[config.mk]
export PLATFORM = sky130hd
export DESIGN_NAME = csdec_top
export DESIGN_NICKNAME = d
export VERILOG_FILES = /design/src/rtl/csdec_pkg.sv /design/src/rtl/csdec_regs.sv /design/src/rtl/csdec_match.sv /design/src/rtl/csdec_prio.sv /design/src/rtl/csdec_top.sv
export SDC_FILE = /design/constraint.sdc
export NUM_CORES = 1
export LEC_CHECK = 0
export ABC_AREA = 1
export ABC_CLOCK_PERIOD_IN_PS = 11300
export BUFFER_PORTS_ARGS = -buffer_cell sky130_fd_sc_hd__buf_2
export CAP_MARGIN = 20
export CORE_UTILIZATION = 32
export CTS_BUF_LIST = sky130_fd_sc_hd__clkbuf_4 sky130_fd_sc_hd__clkbuf_8 sky130_fd_sc_hd__clkbuf_16
export CTS_CLUSTER_DIAMETER = 120
export DETAILED_ROUTE_END_ITERATION = 8
export REMOVE_ABC_BUFFERS = 1
export SYNTH_ARGS = -nofsm -noshare
export SYNTH_HDL_FRONTEND = slang
export SYNTH_SLANG_ARGS = --single-unit
export TNS_END_PERCENT = 50
[constraint.sdc]
create_clock -name clk -period 11.3 [get_ports clk]
set_input_delay 2.26 -clock clk [delete_from_list [all_inputs] [get_ports clk]]
set_output_delay 2.26 -clock clk [all_outputs]
set_load 0.01 [all_outputs]
[src/rtl/csdec_pkg.sv]
package csdec_pkg;
    localparam int ADDR_W    = 32;
    localparam int GRAN_LOG2 = 15;
    localparam int TAG_W     = ADDR_W - GRAN_LOG2;
    typedef logic [TAG_W-1:0] tag_t;
endpackage

[src/rtl/csdec_regs.sv]
module csdec_regs
    import csdec_pkg::*;
#(
    parameter int NBANK = 8,
    localparam int RA_W = $clog2(NBANK * 8) + 1
) (
    input  logic                    clk,
    input  logic                    rst_n,
    input  logic                    reg_wr_i,
    input  logic [RA_W-1:0]         reg_addr_i,
    input  logic [ADDR_W-1:0]       reg_wdata_i,
    output tag_t [NBANK-1:0]        base_o,
    output tag_t [NBANK-1:0]        mask_o,
    output logic [NBANK-1:0]        vld_o,
    output logic                    boot_o,
    output logic                    clr_o
);
    localparam int BI_W = RA_W - 4;

    typedef struct packed {
        tag_t [NBANK-1:0] base;
        tag_t [NBANK-1:0] mask;
        logic [NBANK-1:0] vld;
        logic             boot;
    } regs_t;

    regs_t st_d, st_q;
    logic  unused_bits;
    logic  in_banks;
    logic [BI_W-1:0] bidx;

    assign unused_bits = ^reg_wdata_i[GRAN_LOG2-1:1];
    assign in_banks    = ~reg_addr_i[RA_W-1];
    assign bidx        = reg_addr_i[RA_W-2:3];

    always_comb begin
        st_d = st_q;
        if (reg_wr_i && in_banks && reg_addr_i[1:0] == 2'b00) begin
            for (int k = 0; k < NBANK; k++) begin
                if (bidx == BI_W'(k)) begin
                    if (reg_addr_i[2]) begin
                        st_d.mask[k] = reg_wdata_i[ADDR_W-1:GRAN_LOG2];
                    end else begin
                        st_d.base[k] = reg_wdata_i[ADDR_W-1:GRAN_LOG2];
                        st_d.vld[k]  = reg_wdata_i[0];
                        if (k == 0 && reg_wdata_i[0]) st_d.boot = 1'b0;
                    end
                end
            end
        end
    end

    always_ff @(posedge clk or negedge rst_n) begin
        if (!rst_n) begin
            st_q      <= '0;
            st_q.boot <= 1'b1;
        end else begin
            st_q <= st_d;
        end
    end

    assign base_o = st_q.base;
    assign mask_o = st_q.mask;
    assign vld_o  = st_q.vld;
    assign boot_o = st_q.boot;
    assign clr_o  = reg_wr_i && reg_addr_i == RA_W'(NBANK * 8) && reg_wdata_i[0];


    boot_stays_off_chk: assert property (@(posedge clk) disable iff (!rst_n)
        !boot_o |=> !boot_o);


    boot_exit_chk: assert property (@(posedge clk) disable iff (!rst_n)
        (reg_wr_i && reg_addr_i == '0 && reg_wdata_i[0]) |=> !boot_o);
endmodule

[src/rtl/csdec_match.sv]
module csdec_match
    import csdec_pkg::*;
(
    input  tag_t addr_i,
    input  tag_t base_i,
    input  tag_t mask_i,
    input  logic vld_i,
    input  logic force_i,
    output logic hit_o
);
    always_comb begin
        hit_o = force_i | (vld_i && (((addr_i ^ base_i) & mask_i) == '0));
    end
endmodule

[src/rtl/csdec_prio.sv]
module csdec_prio #(
    parameter int NBANK = 8
) (
    input  logic             clk,
    input  logic             rst_n,
    input  logic             cyc_i,
    input  logic [NBANK-1:0] hit_i,
    input  logic             clr_i,
    output logic [NBANK-1:0] cs_n_o,
    output logic             err_o,
    output logic             ovl_o
);
    typedef struct packed {
        logic ovl;
    } flag_t;

    flag_t st_d, st_q;
    logic [NBANK-1:0] sel;
    logic             multi;

    always_comb begin
        sel = '0;
        for (int k = NBANK - 1; k >= 0; k--) begin
            if (hit_i[k]) sel = NBANK'(1) << k;
        end
        multi = cyc_i && ($countones(hit_i) > 1);
        st_d  = st_q;
        if (clr_i) st_d.ovl = 1'b0;
        if (multi) st_d.ovl = 1'b1;
    end

    always_ff @(posedge clk or negedge rst_n) begin
        if (!rst_n) st_q <= '0;
        else        st_q <= st_d;
    end

    assign cs_n_o = cyc_i ? ~sel : '1;
    assign err_o  = cyc_i && (hit_i == '0);
    assign ovl_o  = st_q.ovl;


    ovl_set_chk: assert property (@(posedge clk) disable iff (!rst_n)
        (cyc_i && $countones(hit_i) > 1) |=> ovl_o);


    bank0_wins_chk: assert property (@(posedge clk) disable iff (!rst_n)
        (cyc_i && hit_i[0]) |-> !cs_n_o[0]);
endmodule

[src/rtl/csdec_top.sv]
module csdec_top
    import csdec_pkg::*;
#(
    parameter int NBANK = 8,
    localparam int RA_W = $clog2(NBANK * 8) + 1
) (
    input  logic              clk,
    input  logic              rst_n,
    input  logic              reg_wr_i,
    input  logic [RA_W-1:0]   reg_addr_i,
    input  logic [ADDR_W-1:0] reg_wdata_i,
    input  logic              bus_valid_i,
    input  logic [ADDR_W-1:0] bus_addr_i,
    output logic [NBANK-1:0]  cs_n_o,
    output logic              bus_err_o,
    output logic              ovl_err_o
);
    typedef struct packed {
        tag_t addr;
        logic cyc;
    } bus_t;

    bus_t st_d, st_q;
    tag_t [NBANK-1:0] base, mask;
    logic [NBANK-1:0] vld, hit;
    logic             boot, clr;
    logic             unused_low;

    assign unused_low = ^bus_addr_i[GRAN_LOG2-1:0];

    always_comb begin
        st_d.addr = bus_addr_i[ADDR_W-1:GRAN_LOG2];
        st_d.cyc  = bus_valid_i;
    end

    always_ff @(posedge clk or negedge rst_n) begin
        if (!rst_n) st_q <= '0;
        else        st_q <= st_d;
    end

    csdec_regs #(.NBANK(NBANK)) i_regs (
        .clk(clk), .rst_n(rst_n), .reg_wr_i(reg_wr_i), .reg_addr_i(reg_addr_i),
        .reg_wdata_i(reg_wdata_i), .base_o(base), .mask_o(mask), .vld_o(vld),
        .boot_o(boot), .clr_o(clr)
    );

    for (genvar g = 0; g < NBANK; g++) begin : g_bank
        if (g == 0) begin : g_boot
            csdec_match i_match (
                .addr_i(st_q.addr), .base_i(base[g]), .mask_i(mask[g]),
                .vld_i(vld[g]), .force_i(boot), .hit_o(hit[g])
            );
        end else begin : g_plain
            csdec_match i_match (
                .addr_i(st_q.addr), .base_i(base[g]), .mask_i(mask[g]),
                .vld_i(vld[g]), .force_i(1'b0), .hit_o(hit[g])
            );
        end
    end

    csdec_prio #(.NBANK(NBANK)) i_prio (
        .clk(clk), .rst_n(rst_n), .cyc_i(st_q.cyc), .hit_i(hit), .clr_i(clr),
        .cs_n_o(cs_n_o), .err_o(bus_err_o), .ovl_o(ovl_err_o)
    );


    err_excl_chk: assert property (@(posedge clk) disable iff (!rst_n)
        bus_err_o |-> (cs_n_o == '1));


    idle_quiet_chk: assert property (@(posedge clk) disable iff (!rst_n)
        !$past(bus_valid_i) |-> (cs_n_o == '1 && !bus_err_o));


    boot_alias_chk: assert property (@(posedge clk) disable iff (!rst_n)
        (boot && $past(bus_valid_i)) |-> !cs_n_o[0]);
endmodule

## Word level (Yosys, flattened, before mapping)

Cells that the tools add are included.

- Add/sub/neg operators: 7
- Magnitude comparators: 1
- Equal/unequal tests: 8
- Muxes and demuxes: 11
- Bitwise operators: 20
- Reduce and logical (&&, ||, !) cells: 43

Operator list:

| operator | number |
|---|---|
| 17-bit AND | 8 |
| 17-bit zero test | 8 |
| 17-bit XOR | 8 |
| 32-bit adder | 3 |
| 8-bit two-way mux | 9 |
| 3-bit AND reduction | 16 |
| 32-bit by 2-bit greater-than comparator with 1-bit output, second input constant | 1 |
| 1-bit logical AND | 14 |
| 3-bit == test, second input constant | 4 |
| 1-bit by 1-bit adder with 2-bit output | 4 |
| 8-bit zero test | 1 |
| 8-bit NOT | 1 |
| 7-bit == test, second input constant | 1 |
| 3-bit by 2-bit == test with 1-bit output, second input constant | 2 |
| 4-bit AND reduction | 1 |
| 3-bit by 1-bit == test with 1-bit output, second input constant | 1 |
| 3-bit zero test | 1 |
| 2-bit zero test | 1 |
| 1-bit two-way mux | 2 |
| 1-bit NOT | 2 |
| 2-bit nonzero test | 1 |
| 1-bit bitwise OR | 1 |

- Flip-flop bits (word level): 300
- Output and inout bits: 10
- Word-level logic and storage cells: 118

## Depth between registers and ports, before layout

- Word-level depth: 14
- Mapped depth: 19
- Gate-level depth less buffers: 19

## By module

Synthesis repeated with hierarchy kept, for this count alone.

- Cell total of the unflattened synthesis: 2082
- Area total of the unflattened synthesis: 15357.2 µm²

By module, submodules not included:

| module | times used | cells an instance | area each (µm²) | sequential area each (µm²) |
|---|---|---|---|---|
| csdec_regs | 1 | 1267 | 11372.2 | 7033.0 |
| csdec_match | 8 | 93 | 392.9 | 0.0 |
| csdec_top | 1 | 19 | 454.2 | 450.4 |
| csdec_prio | 1 | 52 | 387.9 | 25.0 |

## Least setup slack after synthesis

OpenSTA, ideal clock, no wires.

- Path kind: register to output
- From: reg st_q[17] (netlist name)
- To: out bus_err_o
- Arrival time: 1694 ps
- Slack: 7346 ps
- Stages on the path, launching flop included: 12
- Cell sequence: dfrtp_1 > buf_2 > or2_2 > nand3_1 > o21ai_0 > nor2_1 > nand3_1 > nor2_1 > inv_1 > ha_1 > nand4_1 > nor2_1

- Cells in the longest elaborated chain, start to end: 7
- Elaborated cells between the ends (all ways): 35

Ends and longest elaborated chain:

| what | line | source |
|---|---|---|
| start: declaration | csdec_top.sv:23 | `bus_t st_d, st_q;` |
| start signal: assignment | csdec_top.sv:38 | `else st_q <= st_d;` |
| 17-bit XOR | csdec_match.sv:12 | `hit_o = force_i \| (vld_i && (((addr_i ^ base_i) & mask_i) == '0));` |
| 17-bit AND | csdec_match.sv:12 |  |
| 17-bit zero test | csdec_match.sv:12 |  |
| 1-bit logical AND | csdec_match.sv:12 |  |
| 1-bit bitwise OR | csdec_match.sv:12 |  |
| 8-bit zero test (*) | csdec_prio.sv:38 | `assign err_o = cyc_i && (hit_i == '0);` |
| 1-bit logical AND (*) | csdec_prio.sv:38 |  |
| end: declaration | csdec_top.sv:15 | `output logic bus_err_o,` |

Every way passes the cells marked *; elsewhere a longest branch is shown, timed or not.

## Final worst setup path

- From: reg st_q[4] (netlist name)
- To: out bus_err_o

Same word-level chain as after synthesis.

==> results_dict.tcl <==
set metrics [dict create \
    status "complete, no violations" \
    grt_max_degree 186 \
    max-slew-margin-rel_pct 24.7 \
    final.min_clock_period_ps 5400 \
    first_pass_iters 5 \
    synth.area.mux_share_pct 0 \
    synth_flop_cell "dfrtp_1" \
    cts_htree_levels 1 \
    postRouteAntennaNets 0 \
    cp-start-kind "register" \
    end_kind "primary output" \
    setup_viol 0 \
    synth-xor-area-share_pct 0.379 \
    synthCells 1686 \
    power.density_nw_per_um2 166 \
    tightest_slew_ps 1130 \
    async_reset_ff_share_pct 100 \
    drt_wl_total_um 33700 \
    drc 0 \
    clkSlewWorstSetupHoldPaths_ps 60 \
    cts_tree "yes" \
    synth_edf_count 0 \
    io_pins 85 \
    antenna_cells 0 \
    numCtsBuffers 31 \
    yosys_warnings 0 \
    yosys.area_share.simple_pct 25.1 \
    worst_ep_arrival_time_ps 3140 \
    hpwl_um 21700 \
    hold_violations 0 \
    cts_setup_buffers 0 \
    overflow 0 \
    area_growth_pct 12.2 \
    cap_violations 0 \
    drt-initial-drc-count 807 \
    ff2ff_setup_slack_ps 6700 \
    cp_max_fo 15 \
    ff2ff_path_depth 16 \
    antenna_found_initial 0 \
    worstSkewPairLatency_ps 550 \
    cp.required_ps 9040 \
    critPathCapture "bus_err_o" \
    synthAdderAreaFrac_pct 1.84 \
    startpoint "st_q[4]" \
    finalSetupTns_ps 0 \
    core_um2 42300 \
    grt_pass1_wl_um 54700 \
    ir_worst_vdd_mv 0.120 \
    synth_area_um2 13900 \
    die_h_um 210 \
    cts_hold_buf 0 \
    nFillCells 4336 \
    final_cell_area_um2 15600 \
    die_x_um 210 \
    ys_seq_area_share_pct 54.1 \
    fin_nets 1788 \
    synth-compound-area-share_pct 12.2 \
    syn_area_per_cell_um2 8.22 \
    place_congestion 0.802 \
    start_util_pct 32.8 \
    slew_violations 0 \
    rr_endpoint "i_prio.ovl_o" \
    p_leak_nw 7.33 \
    grt_pass1_vias 10089 \
    dieArea_um2 44200 \
    rsz0062_at_grt "no" \
    vias 10630 \
    dpl_cell_area_um2 14500 \
    wl_per_cell_um 14.7 \
    synth_top_family_by_area "simple AND/OR/NAND/NOR gates" \
    timing.rr.start "st_q[3]" \
    ys_seq_elements 300 \
    root_buffer "clkbuf_16" \
    critPathKind "register to primary output" \
    port_buffers 55 \
    clock-sinks 300 \
    max_freq_mhz 185 \
    grtUsageTotal_pct 15.7 \
    routed_via_density 4.63 \
    rows 75 \
    ctsResizeCount 0 \
    drive_above_1_share_pct 10.3 \
    holdCritPathClass "register to register" \
    fin_worst_skew_ps 6.14 \
    fin_crit_sh_pct 47.8 \
    clock_path_buffers 3 \
    synth.distinct_cells 33 \
]
flip-flops by register name, indices dropped and copies added, names as in the netlist:
name and count:
i_prio.ovl_o 1, i_regs.mask_o 136, i_regs.base_o 136, st_q 18
i_regs.boot_o 1, i_regs.vld_o 8
Yosys cell counts (4+ instances only):
cell	count	share of area [%]
a21oi_1	62	2.2
a21oi_2	16	1.0
buf_2	36	1.3
buf_4	6	0.32
buf_6	5	0.41
clkbuf_1	38	1.0
dfrtp_1	299	54
fa_1	4	0.58
ha_1	14	1.3
inv_1	116	3.1
nand2_1	489	13
nand2_2	6	0.27
nand3_1	70	2.5
nand4_1	6	0.27
nand4_4	4	0.61
nor2_1	225	6.1
o21ai_0	175	6.3
o21ai_1	62	2.2
or2_2	16	0.72
xor2_1	6	0.38
area by class of cell:
type | instances | area, um^2 | area share [%]
repair buffers | 61 | 363 | 2.33
clock buffers | 48 | 941 | 6.05
inverters | 121 | 462 | 2.97
well taps | 577 | 722 | 4.64
multi-input cells | 1180 | 5470 | 35.2
clock inverters | 7 | 88.8 | 0.571
flip-flops and latches | 300 | 7510 | 48.3
worst max-delay path, cell delays in order, from the launching register on:
cell,delay [ps]
dfrtp_1,680
nand2_1,100
nand2_1,80
nor2_1,40
nor2_1,200
nand2_1,120
nor2_1,420
nand2_1,130
nand2_1,200
inv_1,130
ha_1,200
nand4_1,100
nor2_1,50
buf_2,130
stage by stage:
stage | utilization [%] | power, W | hold WS [ps] | setup slack [ps] | cells
final | 36.8 | 0.00258 | 456 | 5900 | 2294
after global routing | 36.8 | 0.00272 | 479 | 5660 | 2294
after CTS | 36.7 | 0.00261 | 457 | 5900 | 2293
after detailed placement | 34.3 | 0.00157 | 442 | 6500 | 2238
after global placement | 34.3 | 0.00156 | 440 | 6520 | 2238
after floorplan | - | 0.00145 | 431 | 7400 | 1601
metal layers:
metal / up-vias / wire length, um / GRT usage, % / part of all wire [%]
li1: 5364 / - / - / -
met4: 0 / 758 / 4.00 / 2.2
met2: 209 / 15100 / 25.1 / 45
met3: 47 / 1490 / 2.00 / 4.4
met1: 5010 / 16300 / 22.3 / 48
met5: - / 0 / 0 / 0
logic make-up after synthesis:
group	after synthesis
AOI/OAI and AO/OA	322
xor gates and xnor gates	6
adders and majority gates	18
buffers and inverters	206
DFF	300
and+or+nand+nor	834
placed cells by master (no fill, tap or decap), types with 11 or more instances in the layout:
master	instances
a21oi_1	62
a21oi_2	16
buf_2	54
clkbuf_16	31
clkbuf_4	11
dfrtp_1	299
ha_1	14
inv_1	116
nand2_1	489
nand3_1	70
nor2_1	225
o21ai_0	175
o21ai_1	62
or2_2	16
power by group:
group          internal [W]  switching, W
Combinational      0.000111      0.000188
Sequential          0.00118     0.0000731
Clock              0.000615      0.000417
worst min-delay path by stage:
stage	from	to	slack (ps)	cells past startpoint
4_1_cts	i_regs.boot_o	i_regs.boot_o	460	2
5_1_grt	i_regs.boot_o	i_regs.boot_o	480	2
6_report	i_regs.boot_o	i_regs.boot_o	460	2
3_5_place_dp	i_regs.boot_o	i_regs.boot_o	440	2
3_3_place_gp	i_regs.boot_o	i_regs.boot_o	440	2
2_1_floorplan	i_regs.boot_o	i_regs.boot_o	430	2
Power figures use the tool's default switching activity.
